## src/rtl/lcdc_pkg.sv

```systemverilog
package lcdc_pkg;
  localparam int WADDR_W   = 10;
  localparam int DIM_W     = 11;
  localparam int ID_BYTES  = 8;
  localparam int VER_ORIG  = 0;
  localparam int VER_LATER = 2;
  localparam int CTRL_EN_BIT  = 0;
  localparam int CTRL_PWR_BIT = 11;

  typedef enum logic [3:0] {
    K_TIM, K_UBASE, K_LBASE, K_MASK, K_CTRL, K_RAW, K_MIS,
    K_CLR, K_UCUR, K_LCUR, K_PAL, K_ID, K_NONE
  } reg_kind_e;
endpackage

```

## src/rtl/lcdc_decode.sv

```systemverilog
module lcdc_decode
  import lcdc_pkg::*;
#(
  parameter int VERSION = 0
) (
  input  logic [WADDR_W-1:0] waddr,
  input  logic               is_wr,
  output reg_kind_e          kind,
  output logic               bad
);
  localparam bit SWAP = (VERSION != VER_ORIG);

  always_comb begin
    kind = K_NONE;
    if (waddr >= 10'd128 && waddr < 10'd256) begin
      kind = K_PAL;
    end else if (waddr >= 10'd1016) begin
      kind = K_ID;
    end else begin
      case (waddr)
        10'd0, 10'd1, 10'd2, 10'd3: kind = K_TIM;
        10'd4:  kind = K_UBASE;
        10'd5:  kind = K_LBASE;
        10'd6:  kind = SWAP ? K_CTRL : K_MASK;
        10'd7:  kind = SWAP ? K_MASK : K_CTRL;
        10'd8:  kind = K_RAW;
        10'd9:  kind = K_MIS;
        10'd10: kind = K_CLR;
        10'd11: kind = K_UCUR;
        10'd12: kind = K_LCUR;
        default: kind = K_NONE;
      endcase
    end
  end

  always_comb begin
    case (kind)
      K_NONE:                              bad = 1'b1;
      K_RAW, K_MIS, K_UCUR, K_LCUR, K_ID:  bad = is_wr;
      K_CLR:                               bad = ~is_wr;
      default:                             bad = 1'b0;
    endcase
  end
endmodule

```

## src/rtl/lcdc_geom.sv

```systemverilog
module lcdc_geom
  import lcdc_pkg::*;
(
  input  logic [5:0]       col_field,
  input  logic [9:0]       row_field,
  output logic [DIM_W-1:0] col_calc,
  output logic [DIM_W-1:0] row_calc
);
  // ((x AND 0xFC) + 4) * 4 == (x[7:2] + 1) * 16
  always_comb begin
    col_calc = (DIM_W'(col_field) + DIM_W'(1)) << 4;
    row_calc = DIM_W'(row_field) + DIM_W'(1);
  end
endmodule

```

## src/rtl/lcdc_id_rom.sv

```systemverilog
module lcdc_id_rom
  import lcdc_pkg::*;
#(
  parameter int VERSION = 0
) (
  input  logic [$clog2(ID_BYTES)-1:0] idx,
  output logic [7:0]                  id_byte
);
  logic [7:0] head0, head2;

  generate
    if (VERSION == VER_LATER) begin : g_later
      assign head0 = 8'h11;
      assign head2 = 8'h24;
    end else begin : g_orig
      assign head0 = 8'h10;
      assign head2 = 8'h04;
    end
  endgenerate

  always_comb begin
    case (idx)
      3'd0: id_byte = head0;
      3'd1: id_byte = 8'h11;
      3'd2: id_byte = head2;
      3'd3: id_byte = 8'h00;
      3'd4: id_byte = 8'h0D;
      3'd5: id_byte = 8'hF0;
      3'd6: id_byte = 8'h05;
      default: id_byte = 8'hB1;
    endcase
  end
endmodule

```

## src/rtl/lcdc_regbank.sv

```systemverilog
module lcdc_regbank
  import lcdc_pkg::*;
#(
  parameter int VERSION = 0,
  parameter int IRQ_W   = 5
) (
  input  logic               clk,
  input  logic               rst_n,
  input  logic               bus_sel,
  input  logic               bus_wr,
  input  logic [9:0]         bus_waddr,
  input  logic [31:0]        bus_wdata,
  output logic [31:0]        bus_rdata,
  output logic               bus_err,
  output logic               pal_we,
  output logic               pal_re,
  output logic [6:0]         pal_index,
  input  logic [31:0]        pal_rdata,
  input  logic [IRQ_W-1:0]   irq_set,
  output logic               irq,
  output logic [10:0]        panel_cols,
  output logic [10:0]        panel_rows,
  output logic               disp_en,
  output logic [2:0]         bpp_mode
);
  localparam int NUM_TIM = 4;

  // reset: asserted asynchronously, released on a clock edge
  logic [1:0] rst_pipe_q;
  logic       rst_n_sync;
  always_ff @(posedge clk or negedge rst_n) begin
    if (!rst_n) rst_pipe_q <= 2'b00;
    else        rst_pipe_q <= {rst_pipe_q[0], 1'b1};
  end
  assign rst_n_sync = rst_pipe_q[1];

  // decode
  reg_kind_e kind;
  logic      bad;
  lcdc_decode #(.VERSION(VERSION)) u_decode (
    .waddr (bus_waddr),
    .is_wr (bus_wr),
    .kind  (kind),
    .bad   (bad)
  );

  logic [DIM_W-1:0] col_calc, row_calc;
  lcdc_geom u_geom (
    .col_field (bus_wdata[7:2]),
    .row_field (bus_wdata[9:0]),
    .col_calc  (col_calc),
    .row_calc  (row_calc)
  );

  logic [7:0] id_byte;
  lcdc_id_rom #(.VERSION(VERSION)) u_id (
    .idx     (bus_waddr[2:0]),
    .id_byte (id_byte)
  );

  // state
  logic [31:0]      tim_q [NUM_TIM];
  logic [31:0]      ubase_q, lbase_q, ctrl_q, rdata_q;
  logic [IRQ_W-1:0] mask_q, raw_q, raw_d;
  logic [DIM_W-1:0] cols_q, rows_q;
  logic             err_q;

  // enables
  logic wr_ok, rd_acc;
  logic ubase_en, lbase_en, ctrl_en, mask_en, clr_en;
  logic [31:0] rdata_d;

  always_comb begin
    wr_ok    = bus_sel & bus_wr & ~bad;
    rd_acc   = bus_sel & ~bus_wr;
    ubase_en = wr_ok & (kind == K_UBASE);
    lbase_en = wr_ok & (kind == K_LBASE);
    ctrl_en  = wr_ok & (kind == K_CTRL);
    mask_en  = wr_ok & (kind == K_MASK);
    clr_en   = wr_ok & (kind == K_CLR);
    raw_d    = (raw_q & ~(clr_en ? bus_wdata[IRQ_W-1:0] : '0)) | irq_set;
  end

  always_comb begin
    case (kind)
      K_TIM:          rdata_d = tim_q[bus_waddr[1:0]];
      K_UBASE, K_UCUR: rdata_d = ubase_q;
      K_LBASE, K_LCUR: rdata_d = lbase_q;
      K_MASK:         rdata_d = 32'(mask_q);
      K_CTRL:         rdata_d = ctrl_q;
      K_RAW:          rdata_d = 32'(raw_q);
      K_MIS:          rdata_d = 32'(raw_q & mask_q);
      K_PAL:          rdata_d = pal_rdata;
      K_ID:           rdata_d = {24'd0, id_byte};
      default:        rdata_d = 32'd0;
    endcase
  end

  genvar gi;
  generate
    for (gi = 0; gi < NUM_TIM; gi++) begin : g_tim
      logic tim_en;
      assign tim_en = wr_ok & (kind == K_TIM) & (bus_waddr[1:0] == 2'(gi));
      always_ff @(posedge clk or negedge rst_n_sync) begin
        if (!rst_n_sync)  tim_q[gi] <= '0;
        else if (tim_en)  tim_q[gi] <= bus_wdata;
      end
    end
  endgenerate

  always_ff @(posedge clk or negedge rst_n_sync) begin
    if (!rst_n_sync) begin
      ubase_q <= '0;
      lbase_q <= '0;
      ctrl_q  <= '0;
      mask_q  <= '0;
      raw_q   <= '0;
      cols_q  <= '0;
      rows_q  <= '0;
      rdata_q <= '0;
      err_q   <= 1'b0;
    end else begin
      if (ubase_en) ubase_q <= bus_wdata;
      if (lbase_en) lbase_q <= bus_wdata;
      if (ctrl_en)  ctrl_q  <= bus_wdata;
      if (mask_en)  mask_q  <= bus_wdata[IRQ_W-1:0];
      raw_q <= raw_d;
      if (wr_ok && kind == K_TIM && bus_waddr[1:0] == 2'd0) cols_q <= col_calc;
      if (wr_ok && kind == K_TIM && bus_waddr[1:0] == 2'd1) rows_q <= row_calc;
      if (rd_acc)   rdata_q <= rdata_d;
      err_q <= bus_sel & bad;
    end
  end

  assign bus_rdata  = rdata_q;
  assign bus_err    = err_q;
  assign pal_we     = bus_sel &  bus_wr & (kind == K_PAL);
  assign pal_re     = bus_sel & ~bus_wr & (kind == K_PAL);
  assign pal_index  = bus_waddr[6:0];
  assign irq        = |(raw_q & mask_q);
  assign panel_cols = cols_q;
  assign panel_rows = rows_q;
  assign disp_en    = ctrl_q[CTRL_EN_BIT] & ctrl_q[CTRL_PWR_BIT];
  assign bpp_mode   = ctrl_q[3:1];
endmodule

```

## config.mk

```make
export PLATFORM = sky130hd
export DESIGN_NAME = lcdc_regbank
export DESIGN_NICKNAME = d
export VERILOG_FILES = /design/src/rtl/lcdc_pkg.sv /design/src/rtl/lcdc_decode.sv /design/src/rtl/lcdc_geom.sv /design/src/rtl/lcdc_id_rom.sv /design/src/rtl/lcdc_regbank.sv
export SDC_FILE = /design/constraint.sdc
export NUM_CORES = 1
export LEC_CHECK = 0
export BUFFER_PORTS_ARGS = -buffer_cell sky130_fd_sc_hd__buf_2
export CAP_MARGIN = 10
export CELL_PAD_IN_SITES_DETAIL_PLACEMENT = 1
export CELL_PAD_IN_SITES_GLOBAL_PLACEMENT = 1
export CORE_UTILIZATION = 44
export CTS_CLUSTER_SIZE = 20
export DETAILED_ROUTE_END_ITERATION = 6
export GPL_ROUTABILITY_DRIVEN = 0
export PLACE_DENSITY_LB_ADDON = 0.1
export SKIP_CTS_REPAIR_TIMING = 1
export SLEW_MARGIN = 20
export SYNTH_ARGS = -nofsm -noshare
export SYNTH_HDL_FRONTEND = slang
export SYNTH_SLANG_ARGS = --single-unit
```

## constraint.sdc

```tcl
create_clock -name clk -period 9.1 [get_ports clk]
set_input_delay 1.82 -clock clk [delete_from_list [all_inputs] [get_ports clk]]
set_output_delay 1.82 -clock clk [all_outputs]
set_load 0.05 [all_outputs]
```

After elaboration in Yosys (flattened, before gate mapping). Memories as Yosys holds them, arrays and structs flattened. Cells that the tools add are included.

Add/subtract/negate cells: 2. Magnitude comparators: 4. Equality and inequality tests: 21. Multiplexer cells: 10. Bitwise logic cells: 25. Reduce and logical (&&, ||, !) cells: 12.

Operators by type and width (number): case mux 32 bit (9 select lines) (1); binary-select mux 32 bit (select 2 bit) (1); 2-to-1 mux 32 bit (2); case mux 8 bit (7 select lines) (1); equality test 4 bit, second input constant (5); AND 1 bit (17); equality test 4 x 3 -> 1 bit, second input constant (4); AND 5 bit (3); 2-to-1 mux 4 bit (3); adder 10 x 1 -> 11 bit, second input constant (1); >= comparator 10 bit, second input constant (1); >= comparator 10 x 8 -> 1 bit, second input constant (1); less-than comparator 10 x 9 -> 1 bit, second input constant (1); OR reduction 5 bit (2); equality test 3 bit, second input constant (3); equality test 4 x 2 -> 1 bit, second input constant (2); adder 6 x 1 -> 7 bit, second input constant (1); equality test 3 x 2 -> 1 bit, second input constant (2); logical NOT 6 bit (1); 2-to-1 mux 5 bit (1); inverter 5 bit (1); bitwise OR 5 bit (1); equality test 2 bit, second input constant (2); equality test 4 x 1 -> 1 bit, second input constant (1); 11 further kinds (16).

Flip-flop bits (word level): 287. Memory bits (read-only): 64. Input port bits: 83. Word-level logic and storage cells: 89. Memories: 1.

Memory list: (name not given) (depth 16, width 4, read ports 1, clocked after memory_dff 0, wr ports 0, RTL line lcdc_decode.sv:20) `case (waddr)`.

Longest topological paths before layout.
Word-level depth: 14. Gate-level depth with buffers: 12. Gate-level depth less buffers: 8.

Cells and area by module. A second synthesis with hierarchy kept.

Cell total of the unflattened synthesis: 957. Area total of the unflattened synthesis: 13624.3 sq um.

Modules (own cells, without submodules): lcdc_regbank (instances 1, cells an instance 873, area each 13040.0 sq um); lcdc_geom (instances 1, cells an instance 38, area each 272.8 sq um); lcdc_decode (instances 1, cells an instance 35, area each 237.7 sq um); lcdc_id_rom (instances 1, cells an instance 11, area each 73.8 sq um).

Least setup slack after synthesis. Ideal clock, no wire load.

Path kind: input port to output port. Start: in bus_waddr[0]. End: out pal_re. Data arrival time: 4.636 ns. Data required time: 7.280 ns. Setup slack: 2.644 ns. Stages: 10. Buffers on the path: 4. Cell sequence: buf_2 > buf_2 > clkbuf_1 > inv_1 > ha_1 > nand4_1 > or4_1 > a32oi_2 > buf_2 > and2_1.

Cells in the longest elaborated chain, start to end: 6. Elaborated cells on any way between the ends: 10. Classes of those cells: order compare: 3; eq/ne: 1; mux: 3; bitwise: 1; reduce/logical: 1; memory: 1.

RTL lines: from (decl) (RTL line lcdc_regbank.sv:11) `input logic [9:0] bus_waddr,`; memory (16 x 4 bit); 2-to-1 mux 4 bit (RTL line lcdc_decode.sv:20); 2-to-1 mux 4 bit (RTL line lcdc_decode.sv:17) `end else if (waddr >= 10'd1016) begin`; 2-to-1 mux 4 bit * (RTL line lcdc_decode.sv:15) `if (waddr >= 10'd128 && waddr < 10'd256) begin`; equality test 4 bit * (RTL line lcdc_regbank.sv:138) `assign pal_re = bus_sel & ~bus_wr & (kind == K_PAL);`; AND 1 bit * (RTL line lcdc_regbank.sv:138); to (decl) (RTL line lcdc_regbank.sv:16) `output logic pal_re,`.

Mark *: on every way between the ends. The rest lies on a longest branch, timed or not.

Final worst setup path.
Start: in bus_waddr[0]. End: out pal_we.

Cells in the longest elaborated chain, start to end: 6. Elaborated cells on any way between the ends: 10. Classes of those cells: order compare: 3; eq/ne: 1; mux: 3; bitwise: 1; reduce/logical: 1; memory: 1.

RTL lines: memory (16 x 4 bit); 2-to-1 mux 4 bit (RTL line lcdc_decode.sv:20); 2-to-1 mux 4 bit (RTL line lcdc_decode.sv:17); 2-to-1 mux 4 bit * (RTL line lcdc_decode.sv:15); equality test 4 bit * (RTL line lcdc_regbank.sv:137) `assign pal_we = bus_sel & bus_wr & (kind == K_PAL);`; AND 1 bit * (RTL line lcdc_regbank.sv:137); to (decl) (RTL line lcdc_regbank.sv:15) `output logic pal_we,`.

Marks and branches as above.

==> results.ini <==
[run_status]
status = complete, but fails checks
violations = design-rule violations

[power_and_ir_drop]
vdd_drop_max_uv = 116
cellPowerDensity_nw_per_um2 = 185
finalPower_mw = 2.94
power.leakage_nw = 7.61

[synthesis]
ys_async_sr_fraction_pct = 100
ys_ff_latch = 287
synthTopCellsByArea = dfrtp_1, mux2_2, mux4_2
synth_area_um2 = 13600
ys_seq_area_share_pct = 52.7
synth_ff_type = dfrtp_1
yosysMostFrequentCell = dfrtp_1
synth_edf_count = 0
syn-instance-count = 1016
synthDistinctLibCells = 70
synth_common_cells = dfrtp_1, mux2_2, a222oi_1, mux2_1, nand2_1
synth.top_cell.area_share_pct = 52.7
yosysWarnings = 0
synth_area_leader_cell = dfrtp_1
avgSynthCellArea_um2 = 13.4

[sta]
fin_crit_sh_pct = 71.0
hold_viol_final = 0
relSlewSlack_pct = 27.4
tightest_slew_ps = 1090
fin_skew_ps = 25.9
setup-violations-final = 0
rsz0062_at_grt = false
fin_tns_setup_ps = 0
whs_ps = 351
final.min_clock_period_ps = 6460
fmax_ghz = 0.155
report.final.slew_viol_count = 0

[placed_design]
placed_cells_incl_taps = 1490
port_buffers = 147
place_hpwl_mm = 24.3

[critical_path]
end_kind = primary output
r2r_setup_slack_ps = 7220
crit_arrival_ps = 4640
cp-endpoint = pal_we
path_class = primary input to primary output
worst_setup_path_start_kind = primary input
cp-startpoint = bus_waddr[0]
crit_fanout = 26
reg2regPathDepth = 1
worstReg2RegStart = rst_pipe_q[1]$_DFF_PN0_
required_ps = 7280
r2r-end = lbase_q[16]$_DFFE_PN0P_

[finish]
synthToLayoutAreaGrowth_pct = 16.3
diodes = 0
final_util_pct = 51.9
fillers = 3103
drive_above_1_share_pct = 40.4
final_cells = 1551
fin_nets = 1223

[route]
avgViaCountPerCell = 6.11
drtAntennaViolNets = 0
vias = 9469
first_iter_violations = 712
drt_first_pass_iters = 7
drc_errors = 3
wl_mm = 39.3
wl_per_cell_um = 25.3

[global_route]
grt_most_used_layer = met2
grt_pass1_wl_mm = 61.7
grt_remaining_overflow = 0
antenna_found_initial = 1
grt_pass1_vias = 9994
grt_util_met2_pct = 40.1
grt_use_total_pct = 25.9
gr-usage-met1_pct = 37.8
use_met3_pct = 3.98
grt_max_degree = 78

[die]
die_y_um = 178
core_um2 = 30500
die-area_um2 = 31700
boundaryPins = 152
rows = 64
die_w_um = 178
initial_core_util_pct = 44.7

[clock_tree]
cts.sinks = 287
path_clk_slew_ps = 50
cts_root_buf = clkbuf_16
htreeDepth = 2
worstSkewPairLatency_ps = 520
ctsLongestPathBuffers = 3
cts_buffers = 34
cts_tree = built

[min_path]
hold_path.class = flip-flop to flip-flop

[run]
maxCapViolations = 0

[worst min path at each step]
stage | startpoint | endpoint | slack (ps) | depth (start not counted)
global placement | rst_pipe_q[0]$_DFF_PN0_ | rst_pipe_q[1]$_DFF_PN0_ | 340 | 0
CTS | rst_pipe_q[0]$_DFF_PN0_ | rst_pipe_q[1]$_DFF_PN0_ | 350 | 0
floorplan | rst_pipe_q[0]$_DFF_PN0_ | rst_pipe_q[1]$_DFF_PN0_ | 330 | 0
global route | rst_pipe_q[0]$_DFF_PN0_ | rst_pipe_q[1]$_DFF_PN0_ | 380 | 0
detailed placement | rst_pipe_q[0]$_DFF_PN0_ | rst_pipe_q[1]$_DFF_PN0_ | 340 | 0
finish | rst_pipe_q[0]$_DFF_PN0_ | rst_pipe_q[1]$_DFF_PN0_ | 350 | 0
[area by class of cell]
cell class	count	area (µm²)	share of cell area, %
Sequential cell	287	7190	45.3
Multi-Input combinational cell	632	6000	37.9
Clock buffer	46	977	6.17
Timing Repair Buffer	169	933	5.89
Tap cell	396	495	3.13
Clock inverter	13	223	1.41
Inverter	8	30.0	0.189
[cell usage in the layout, fill, tap and decap left out, types with 7 or more instances in the layout]
| cell | instances |
|---|---|
| a21oi_1 | 33 |
| a222oi_1 | 50 |
| and2_1 | 9 |
| buf_2 | 147 |
| buf_4 | 20 |
| clkbuf_16 | 35 |
| dfrtp_1 | 286 |
| ha_1 | 8 |
| inv_1 | 8 |
| mux2_1 | 44 |
| mux2_2 | 167 |
| mux2_4 | 20 |
| mux4_2 | 32 |
| nand2_1 | 43 |
| nand2b_1 | 7 |
| nand3_1 | 17 |
| nor2_1 | 10 |
| o21ai_0 | 34 |
| o22ai_1 | 30 |
| xnor2_1 | 7 |
| xor2_1 | 7 |
[sequential cells by signal, summed over array words and instances, names as in the netlist]
register / cells
bus_rdata: 32
mask_q: 5
ctrl_q: 32
bus_err: 1
lbase_q: 32
raw_q: 5
ubase_q: 32
panel_rows: 11
tim_q: 128
rst_pipe_q: 2
panel_cols: 7
[through the flow]
step,area [µm²],setup slack (ps)
2_1_floorplan,13600,509
3_3_place_gp,14600,2710
3_5_place_dp,14600,2660
4_1_cts,15800,2660
5_1_grt,15800,2360
6_report,15800,2640
[kinds of logic (layout without fill, tap and decap cells)]
logic type / after synthesis / after routing / synth area share (%)
adders and majority gates: 8 / 8 / 0.735
other: 2 / 5 / 0.0551
AOI/OAI and AO/OA: 214 / 214 / 11.6
muxes: 263 / 263 / 24.9
DFF: 287 / 287 / 52.7
xor gates and xnor gates: 14 / 14 / 0.900
buffers and inverters: 100 / 236 / 3.65
and+or+nand+nor: 128 / 128 / 5.37
[report_power, final]
part / leakage [nW] / internal [mW] / switching (mW)
clock network: 0.580 / 0.902 / 0.557
registers: 3.97 / 1.29 / 0.0112
logic: 3.06 / 0.0547 / 0.127
[metal layers]
| layer | wire [µm] | up-vias | share of wire, % |
|---|---|---|---|
| li1 | - | 4125 | - |
| met1 | 18400 | 4997 | 47 |
| met2 | 17900 | 289 | 46 |
| met3 | 2130 | 58 | 5.4 |
| met4 | 833 | 0 | 2.1 |
| met5 | 0 | - | 0 |
[critical path, stage by stage]
cell	delay [ps]
buf_2	600
inv_1	190
ha_1	470
nand4_1	110
or4_1	480
a32oi_2	190
buf_4	330
and2_1	170
buf_2	250
(Power assumes the default switching activity.)
